--- config.mk ---
export PLATFORM = sky130hd
export DESIGN_NAME = irqagg_top
export DESIGN_NICKNAME = d
export VERILOG_FILES = /design/src/rtl/irqagg_pkg.sv /design/src/rtl/irqagg_sync.sv /design/src/rtl/irqagg_regs.sv /design/src/rtl/irqagg_top.sv
export SDC_FILE = /design/constraint.sdc
export NUM_CORES = 1
export LEC_CHECK = 0
export CAP_MARGIN = 30
export CORE_MARGIN = 4
export CORE_UTILIZATION = 40
export DETAILED_ROUTE_END_ITERATION = 10
export PLACE_DENSITY_LB_ADDON = 0.25
export REMOVE_ABC_BUFFERS = 1
export SETUP_SLACK_MARGIN = 0.4
export SLEW_MARGIN = 0
export SYNTH_ARGS = -nofsm -noshare
export SYNTH_HDL_FRONTEND = slang
export SYNTH_SLANG_ARGS = --single-unit
--- constraint.sdc ---
create_clock -name clk_i -period 1.15 [get_ports clk_i]
set_input_delay 0.115 -clock clk_i [delete_from_list [all_inputs] [get_ports clk_i]]
set_output_delay 0.115 -clock clk_i [all_outputs]
set_load 0.05 [all_outputs]
--- src/rtl/irqagg_pkg.sv ---
package irqagg_pkg;

    // Register address map; the bench and software both depend on it.
    localparam int unsigned ADDR_CAUSE = 0;
    localparam int unsigned ADDR_MASK  = 1;

endpackage

--- src/rtl/irqagg_sync.sv ---
// Brings each source into the clock domain and emits a one-cycle pulse
// on every rising edge of the synchronized level.
module irqagg_sync #(
    parameter int unsigned NUM_SRC     = 32,
    parameter int unsigned SYNC_STAGES = 2
) (
    input  logic               clk_i,
    input  logic               rst_ni,
    input  logic [NUM_SRC-1:0] src_i,
    output logic [NUM_SRC-1:0] rise_o
);

    localparam int unsigned LAST = SYNC_STAGES - 1;

    typedef struct packed {
        logic [SYNC_STAGES-1:0][NUM_SRC-1:0] chain;
        logic [NUM_SRC-1:0]                  prev;
    } sync_state_t;

    sync_state_t st_d, st_q;

    always_comb begin
        st_d          = st_q;
        st_d.chain[0] = src_i;
        for (int s = 1; s < SYNC_STAGES; s++) begin
            st_d.chain[s] = st_q.chain[s-1];
        end
        st_d.prev     = st_q.chain[LAST];
    end

    always_ff @(posedge clk_i or negedge rst_ni) begin
        if (!rst_ni) begin
            st_q <= '0;
        end else begin
            st_q <= st_d;
        end
    end

    assign rise_o = st_q.chain[LAST] & ~st_q.prev;

    // A pulse never lasts two cycles on the same bit: a level records once.
    AST_RISE_SINGLE: assert property (@(posedge clk_i) disable iff (!rst_ni)
        ($past(rise_o) & rise_o) == '0);

endmodule

--- src/rtl/irqagg_regs.sv ---
// Cause and mask storage with the software register port.
module irqagg_regs
    import irqagg_pkg::*;
#(
    parameter int unsigned NUM_SRC = 32,
    parameter int unsigned ADDR_W  = 2
) (
    input  logic               clk_i,
    input  logic               rst_ni,
    input  logic [NUM_SRC-1:0] rise_i,
    input  logic [ADDR_W-1:0]  addr_i,
    input  logic               wr_en_i,
    input  logic               rd_en_i,
    input  logic [NUM_SRC-1:0] wr_data_i,
    output logic [NUM_SRC-1:0] rd_data_o,
    output logic [NUM_SRC-1:0] cause_o,
    output logic [NUM_SRC-1:0] mask_o
);

    localparam logic [ADDR_W-1:0] A_CAUSE = ADDR_W'(ADDR_CAUSE);
    localparam logic [ADDR_W-1:0] A_MASK  = ADDR_W'(ADDR_MASK);

    typedef struct packed {
        logic [NUM_SRC-1:0] cause;
        logic [NUM_SRC-1:0] mask;
    } reg_state_t;

    reg_state_t st_d, st_q;

    logic               sel_cause;
    logic               sel_mask;
    logic [NUM_SRC-1:0] clr_bits;

    always_comb begin
        sel_cause = (addr_i == A_CAUSE);
        sel_mask  = (addr_i == A_MASK);
        clr_bits  = (wr_en_i && sel_cause) ? ~wr_data_i : '0;

        st_d       = st_q;
        // An edge in the same cycle as a clear keeps the bit set.
        st_d.cause = (st_q.cause & ~clr_bits) | rise_i;
        if (wr_en_i && sel_mask) begin
            st_d.mask = wr_data_i;
        end

        rd_data_o = '0;
        if (rd_en_i) begin
            if (sel_cause) begin
                rd_data_o = st_q.cause;
            end else if (sel_mask) begin
                rd_data_o = st_q.mask;
            end
        end
    end

    always_ff @(posedge clk_i or negedge rst_ni) begin
        if (!rst_ni) begin
            st_q <= '0;
        end else begin
            st_q <= st_d;
        end
    end

    assign cause_o = st_q.cause;
    assign mask_o  = st_q.mask;

    AST_EDGE_CAPTURED: assert property (@(posedge clk_i) disable iff (!rst_ni)
        (rise_i != '0) |=> ((cause_o & $past(rise_i)) == $past(rise_i)));
    AST_SET_NEEDS_EDGE: assert property (@(posedge clk_i) disable iff (!rst_ni)
        (cause_o & ~$past(cause_o) & ~$past(rise_i)) == '0);
    AST_CLEAR_NEEDS_ZERO: assert property (@(posedge clk_i) disable iff (!rst_ni)
        !(wr_en_i && addr_i == A_CAUSE) |=> (($past(cause_o) & ~cause_o) == '0));
    AST_MASK_HOLD: assert property (@(posedge clk_i) disable iff (!rst_ni)
        !(wr_en_i && addr_i == A_MASK) |=> $stable(mask_o));

endmodule

--- src/rtl/irqagg_top.sv ---
module irqagg_top #(
    parameter int unsigned NUM_SRC     = 32,
    parameter int unsigned ADDR_W      = 2,
    parameter int unsigned SYNC_STAGES = 2
) (
    input  logic               clk_i,
    input  logic               rst_ni,
    input  logic [NUM_SRC-1:0] src_i,
    input  logic [ADDR_W-1:0]  addr_i,
    input  logic               wr_en_i,
    input  logic               rd_en_i,
    input  logic [NUM_SRC-1:0] wr_data_i,
    output logic [NUM_SRC-1:0] rd_data_o,
    output logic               irq_o
);

    logic [NUM_SRC-1:0] rise;
    logic [NUM_SRC-1:0] cause;
    logic [NUM_SRC-1:0] mask;

    irqagg_sync #(
        .NUM_SRC     (NUM_SRC),
        .SYNC_STAGES (SYNC_STAGES)
    ) u_sync (
        .clk_i  (clk_i),
        .rst_ni (rst_ni),
        .src_i  (src_i),
        .rise_o (rise)
    );

    irqagg_regs #(
        .NUM_SRC (NUM_SRC),
        .ADDR_W  (ADDR_W)
    ) u_regs (
        .clk_i     (clk_i),
        .rst_ni    (rst_ni),
        .rise_i    (rise),
        .addr_i    (addr_i),
        .wr_en_i   (wr_en_i),
        .rd_en_i   (rd_en_i),
        .wr_data_i (wr_data_i),
        .rd_data_o (rd_data_o),
        .cause_o   (cause),
        .mask_o    (mask)
    );

    assign irq_o = |(cause & mask);

    // Clearing the mask silences the output on the very next cycle.
    AST_QUIET_AFTER_MASK_ZERO: assert property (@(posedge clk_i) disable iff (!rst_ni)
        (wr_en_i && addr_i == ADDR_W'(irqagg_pkg::ADDR_MASK) && wr_data_i == '0)
        |=> !irq_o);

endmodule

# Word-level counts from Yosys, hierarchy flattened
# Index checks and enable logic that the tools add are counted.
dict set report op_classes {
  eq_ne 1
  mux 4
  n_bitwise 7
  reduce_logical 4
}
# op n
set op_table {}
lappend op_table {{2-to-1 mux 32 bit} 4}
lappend op_table {{AND 32 bit} 3}
lappend op_table {{inverter 32 bit} 3}
lappend op_table {{OR 32 bit} 1}
lappend op_table {{OR reduction 32 bit} 1}
lappend op_table {{equality test 2 x 1 -> 1 bit, second input constant} 1}
lappend op_table {{logical AND 1 bit} 2}
lappend op_table {{zero test 2 bit} 1}
dict set report word_totals {
  register_bits 160
  in_bits 70
  out_inout_bits 33
  word_cells 21
}

# Logic depth before layout (Yosys ltp)
# Gate-level depths: netlist of run 1.
dict set report depth {
  ltp_word 6
  ltp_mapped 5
  depth_no_buf 3
}

# Cells and area by module
# Synthesis of run 1 repeated with hierarchy kept, for this count alone.
dict set report hier_totals {
  cells_unflattened 420
  hier_area_um2 5914.4
}
# mod instances cells_per_inst area_per_inst_um2 seq_area_each_um2
set modules_own_cells {}
lappend modules_own_cells {irqagg_regs 1 271 2914.0 1601.5}
lappend modules_own_cells {irqagg_sync 1 128 2842.7 2402.3}
lappend modules_own_cells {irqagg_top 1 21 157.7 0.0}

# Worst setup path before layout of run 1
# No wires, ideal clock.
dict set report synth_timing {
  path_type {flip-flop to output port}
  startpoint {register u_regs.st_q (netlist bit u_regs.mask_o[23])}
  endpoint {output port irq_o}
  arrival_time_ns 1.407
  required_ns 1.035
  path_slack_ns -0.372
  path_stages_with_launch 4
  n_path_buf 0
  cell_sequence {dfrtp_1 a22oi_1 nand4_1 or4_1}
}
dict set report synth_via {
  elab_chain_len 2
}
# element line_no
set synth_rtl {}
lappend synth_rtl {{start, declared} irqagg_regs.sv:28} ;# reg_state_t st_d, st_q;
lappend synth_rtl {{start signal, assigned} irqagg_regs.sv:60} ;# st_q <= st_d;
lappend synth_rtl {{AND 32 bit} irqagg_top.sv:47} ;# assign irq_o = |(cause & mask);
lappend synth_rtl {{OR reduction 32 bit} irqagg_top.sv:47}
lappend synth_rtl {{end, declared} irqagg_top.sv:14} ;# output logic irq_o
# No other way between the ends.

# Worst setup path in the final report of run 1
dict set report layout_timing {
  startpoint {register u_regs.st_q (netlist bit u_regs.mask_o[19])}
  endpoint {output port irq_o}
}
# Same word-level chain as after synthesis.

==> results.toml, run 1 <==
[outcome]
status = "complete, but fails checks"
violations = "setup timing"

[power]
leakage_nw = 4.111
pwr-share-seq_pct = 40.3
p_total_mw = 16.00
power.internal_mw = 12.27
power.density_nw_per_um2 = 1743
p_switching_mw = 3.729
vdd_drop_max_mv = 0.9816
swShare_pct = 23.31
combPwrFrac_pct = 19.2
clock_power_share_pct = 40.5

[sta]
rsz0062_at_grt = "yes"
max_freq_ghz = 0.4886
tns_ns = -10.13
slew_headroom_pct = 77.35
timing.final.crit_period_ns = 2.047
setup_slack_ns = -0.8967
fin_crit_sh_pct = 178.0
max_slew.worst_pin.slew_ns = 0.3397
finalHoldViolCount = 0
clock_skew_ns = 0.005338
slew_viol_final = 0
setup_viol = 33

[drt]
wl_mm = 13.36
ant_nets = 0
num_vias = 3685
drt_iter0_drc = 191
routedWlPerCell_um = 17.48
drc = 0
drt_first_pass_iters = 4
vias_per_cell = 4.823

[die]
fp.coreArea_um2 = 13350
boundaryPins = 103
fp.dieW_um = 125.4
rows = 42
start_util_pct = 41.27
dieArea_um2 = 15710
die_h_um = 125.4

[synth]
yosys.area_share.simple_pct = 3.225
avgSynthCellArea_um2 = 14.16
synth_top_family_by_area = "multiplexers"
synthAdderAreaFrac_pct = 0
synth_xor_xnor_area_share_pct = 0
synth_mux_area_share_pct = 12.36
seq_area_frac_synth_pct = 72.68
synthDistinctLibCells = 16
synth_seq_cells = 160
synth_compound_area_share_pct = 7.995
synth_area_um2 = 5509
syn-instance-count = 389
yosys_warnings = 0

[grt]
grt_antenna_before_repair = 0
grt_pass1_vias = 4010
grt_pass1_wl_mm = 20.98
grt_start_max_net_pins = 66
grt_overflow = 0
grt_usage_pct = 17.44

[min_path]
hold_class = "in2async"

[job]
cap_violations = 0

[layout]
final.fill_count = 896
area_growth_pct = 66.68
drive_above_1_share_pct = 44.22
nets = 645
num_antenna_cells = 0
final_core_util_pct = 68.79

[cts]
cts_buffer_depth = 2
cts-root-buf = "clkbuf_16"
clk_latency_ns = 0.42
cts.clk_slew.worst_paths_ns = 0.06
cts_sinks = 160
cts_htree_levels = 4
cts_buffers = 17
cts_tree = "built"

[worst_setup_path]
r2r_cells = 3
worstSetupEndpoint = "irq_o"
worstSetupEndpointType = "output port"
cp-startpoint = "u_regs.mask_o[19]"
cp_max_fo = 3
timing.rr.end = "u_regs.mask_o[28]"
cp_slowest_stage_delay_ns = 0.58
regToRegSetupSlack_ns = 0.17
crit_required_ns = 1.03
worstReg2RegStart = "u_regs.mask_o[28]"
crit_slowest_cell = "or4_4"
cp_cell_sequence = "a22oi_2 -> nand4_1 -> or4_4 -> buf_8"
crit_arrival_ns = 1.93
worstSetupStartpointType = "flip-flop"
critPathKind = "reg2out"

[place]
port_buffers = 102
hpwl_mm = 7.781
post-place-ws_ns = -0.5417
place.gp.congestion = 0.8043
-- power by group through the flow --
stage          logic, mW  clock network, mW  registers [mW]
2_1_floorplan      0.905                  0            6.42
3_3_place_gp        2.26                  0            6.42
3_5_place_dp        2.30                  0            6.45
4_1_cts             2.77               6.61            6.43
5_1_grt             3.26               6.88            6.51
6_report            3.07               6.48            6.45
-- kinds of logic after synthesis --
group	count (synthesis)
compound gates	80
flops	160
buf+inv	45
simple gates	40
mux	64
-- worst min path at each step --
stage                 from                end  slack, ns
floorplan           rst_ni  u_regs.cause_o[0]      -0.18
global placement    rst_ni    u_sync.st_d[31]      -0.06
detailed placement  rst_ni    u_sync.st_d[65]      -0.06
CTS                 rst_ni    u_sync.st_d[65]       0.05
global route        rst_ni    u_sync.st_d[65]       0.07
finish              rst_ni    u_sync.st_d[65]       0.06
-- cell usage after synthesis, drive strengths merged --
library cell    n  area [µm²]
inv            32       120.1
nand3b          1       7.510
nor2           32       120.1
nand2b          1       6.260
buf            13       86.33
mux2           32       360.4
nand4           4       25.02
or4             1       7.510
dfrtp         160        4004
or3b            1       11.26
o21ai          64       320.3
mux2i          32       320.3
a22oi          16       120.1
-- sequential cells by signal, indices dropped and copies added (netlist names) --
| signal | count |
|---|---|
| u_regs.cause_o | 32 |
| u_regs.mask_o | 32 |
| u_sync.st_d | 64 |
| u_sync.st_q | 32 |
-- area by class of cell --
class / instances / area, µm² / area share, %
Sequential cell: 160 / 4004 / 43.60
Tap cell: 176 / 220.2 / 2.398
Multi-Input combinational cell: 184 / 1798 / 19.58
Inverter: 32 / 120.1 / 1.308
Clock buffer: 23 / 498.0 / 5.423
Clock inverter: 9 / 200.2 / 2.180
Timing Repair Buffer: 180 / 2342 / 25.51
-- layer usage --
metal | track usage [%] | wire [µm] | vias up
met5 | 0 | 0 | -
li1 | - | - | 1709
met1 | 22.45 | 5839 | 1857
met2 | 28.09 | 6642 | 93
met3 | 4.819 | 567 | 26
met4 | 7.143 | 305 | 0
-- what timing repair did --
action | CTS | global route
hold buffers | 1 | 0
resized for setup | 149 | 61
pin swaps | 24 | 25
setup endpoints to repair | 97 | 97
setup buffers | 1 | 11
cloned | 4 | 0
hold endpoints to repair | 160 | 0
-- metrics by stage --
step	instance area (µm²)	instances	hold slack, ns
final	9183	764	0.06462
after CTS	8843	753	0.05015
after global placement	7538	715	-0.06263
after floorplan	5423	376	-0.1806
after detailed placement	7538	715	-0.06215
after global routing	9183	764	0.07404
-- layout by cell type (no fill, tap or decap), types with 2 or more instances in the layout --
cell type	Yosys	final
mux2i_4	0	7
o21ai_1	56	33
mux2_4	0	26
nor2_2	0	18
nor2_1	32	7
clkbuf_8	0	5
a22oi_2	0	8
dfrtp_1	160	160
buf_6	4	59
o21ai_2	0	29
buf_12	0	40
mux2_2	32	6
clkbuf_16	0	17
buf_4	0	7
clkdlybuf4s50_1	0	64
o21ai_4	0	2
a22oi_1	16	8
nor2_4	0	7
clkinvlp_4	0	2
buf_16	0	3
buf_8	0	3
inv_1	32	32
nand4_1	4	4
mux2i_2	0	9
bufinv_16	0	6
mux2i_1	32	16
-- critical path: cells and delay by family (launching register included) --
| kind | cells | cell delay, ns |
|---|---|---|
| flip-flops | 1 | 0.43 |
| buffers and inverters | 1 | 0.17 |
| AO/OA/AOI/OAI | 1 | 0.19 |
| AND/OR/NAND/NOR | 2 | 0.72 |
No activity file was read; power rests on OpenSTA's default activity.
==> inputs of run 2 (changes only) <==
==> constraint.sdc (replaced) <==
create_clock -name clk_i -period 1.7 [get_ports clk_i]
set_input_delay 0.17 -clock clk_i [delete_from_list [all_inputs] [get_ports clk_i]]
set_output_delay 0.17 -clock clk_i [all_outputs]
set_load 0.1 [all_outputs]
==> results.toml, run 2 (synthesis gave the netlist of run 1 again) <==
[worst_setup_path]
crit_required_ns = 1.53
r2r_cells = 2
cp_max_fo = 3
critPathKind = "reg2out"
timing.rr.end = "u_regs.mask_o[8]"
crit_arrival_ns = 1.95
regToRegSetupSlack_ns = 0.80
worstSetupStartpointType = "flip-flop"
worstSetupEndpointType = "output port"
worstReg2RegStart = "u_regs.mask_o[8]"

[die]
rows = 42
fp.coreArea_um2 = 13350
dieArea_um2 = 15710
die_h_um = 125.4
start_util_pct = 41.27
boundaryPins = 103
fp.dieW_um = 125.4

[outcome]
violations = "setup timing"
status = "complete, but fails checks"

[sta]
setup_slack_ns = -0.4232
fin_crit_sh_pct = 124.9
slew_viol_final = 0
slew_headroom_pct = 64.61
max_freq_ghz = 0.4710
hold_ws_ns = 0.1928
clock_skew_ns = 0.005700
timing.final.crit_period_ns = 2.123
max_slew.worst_pin.slew_ns = 0.5308
finalHoldViolCount = 0
rsz0062_at_grt = "yes"
setup_viol = 1

[cts]
cts_buffer_depth = 2
clk_latency_ns = 0.41
cts_sinks = 160
cts-root-buf = "clkbuf_16"
cts_buffers = 17
cts_tree = "built"
cts.clk_slew.worst_paths_ns = 0.06
cts_htree_levels = 4

[grt]
grt_antenna_before_repair = 0
grt_start_max_net_pins = 58
grt_pass1_wl_mm = 18.92
grt_overflow = 0
grt_pass1_vias = 3807
grt_usage_pct = 15.37

[place]
hpwl_mm = 7.461
port_buffers = 102
post-place-ws_ns = -0.08717
place.gp.congestion = 0.7852

[power]
leakage_nw = 3.572
pwr-share-seq_pct = 44.4
vdd_drop_max_mv = 0.8288
combPwrFrac_pct = 19.0
power.internal_mw = 7.236
p_total_mw = 9.848
swShare_pct = 26.52
p_switching_mw = 2.612
clock_power_share_pct = 36.7
power.density_nw_per_um2 = 1176

[layout]
final_cell_mix = "dfrtp_1 (160), clkdlybuf4s50_1 (64), o21ai_1 (57)"
num_antenna_cells = 0
final_common_cell = "dfrtp_1"
final_core_util_pct = 62.75
area_growth_pct = 52.03
drive_above_1_share_pct = 36.50
largest_reg_flops = 64
nets = 605

[min_path]
hold_class = "in2reg"
holdPathStages = 1
hold-path-endpoint = "u_sync.st_d[89]"
hp-start = "src_i[25]"

[drt]
ant_nets = 0
num_vias = 3482
drt_iter0_drc = 184
route.layer.met1.wl_mm = 5.562
vias_per_cell = 4.809
wl_met2_mm = 5.817
route.met3.wl_um = 448
routedWlPerCell_um = 16.50
highest_layer = "met4"
drc = 0
drt_first_pass_iters = 4
wl_mm = 11.95

[job]
cap_violations = 0
run 2: cell types whose count changed in the layout (fill, tap and decap cells not counted), sizes merged, moves of 2 or more:
| cell | previous run | this run |
|---|---|---|
| buf | 113 | 70 |
| bufinv | 6 | 2 |
| clkinvlp | 2 | 5 |
| clkinv | 1 | 3 |
| or3b | 1 | 3 |
run 2: metrics by stage:
step           cells  instance area, µm²  TNS [ns]
5_1_grt          724                8376   -0.4729
2_1_floorplan    376                5423    -18.45
3_5_place_dp     685                7301  -0.09647
3_3_place_gp     685                7301  -0.07600
6_report         724                8376   -0.4232
4_1_cts          719                8175   -0.4358
run 2: power groups by stage:
stage          Sequential [mW]  Clock, mW  Combinational (mW)
2_1_floorplan             4.34          0               0.831
4_1_cts                   4.35       3.71                1.76
5_1_grt                   4.41       3.86                1.98
3_3_place_gp              4.36          0                1.58
6_report                  4.37       3.61                1.87
3_5_place_dp              4.39          0                1.61
run 2: layout make-up:
cell class	count	area, µm²
inverters	32	120.1
multi-input cells	186	1653
clock inverters	10	112.6
flip-flops and latches	160	4004
clock buffers	22	454.2
fillers	1025	4972
repair buffers	138	1812
well taps	176	220.2
run 2: layer usage:
metal | track usage [%] | vias up
li1 | - | 1636
met1 | 20.59 | 1751
met2 | 24.55 | 83
met3 | 4.691 | 12
met4 | 4.273 | 0
met5 | 0 | -
run 2: timing repair:
item,CTS,global route
hold buffers,1,0
pin swaps,8,9
gates resized for setup,77,39
cloned,1,2
setup buffers,0,3
endpoints found under the hold margin,47,0
setup endpoints to repair,33,36
run 2: how the worst max path moves through the flow:
| stage | start | end | cells after the start |
|---|---|---|---|
| 6_report | u_regs.cause_o[26] | irq_o | 4 |
| 4_1_cts | u_regs.mask_o[20] | irq_o | 4 |
| 3_5_place_dp | u_regs.mask_o[26] | irq_o | 4 |
| 5_1_grt | u_regs.mask_o[16] | irq_o | 4 |
| 2_1_floorplan | addr_i[1] | rd_data_o[0] | 2 |
| 3_3_place_gp | u_regs.mask_o[27] | irq_o | 4 |
run 2: worst max-delay path, cell delays in order (launching register included):
cell and delay [ns]:
dfrtp_1 0.40, a22oi_2 0.21, nand4_1 0.15, or4_4 0.59, buf_12 0.19
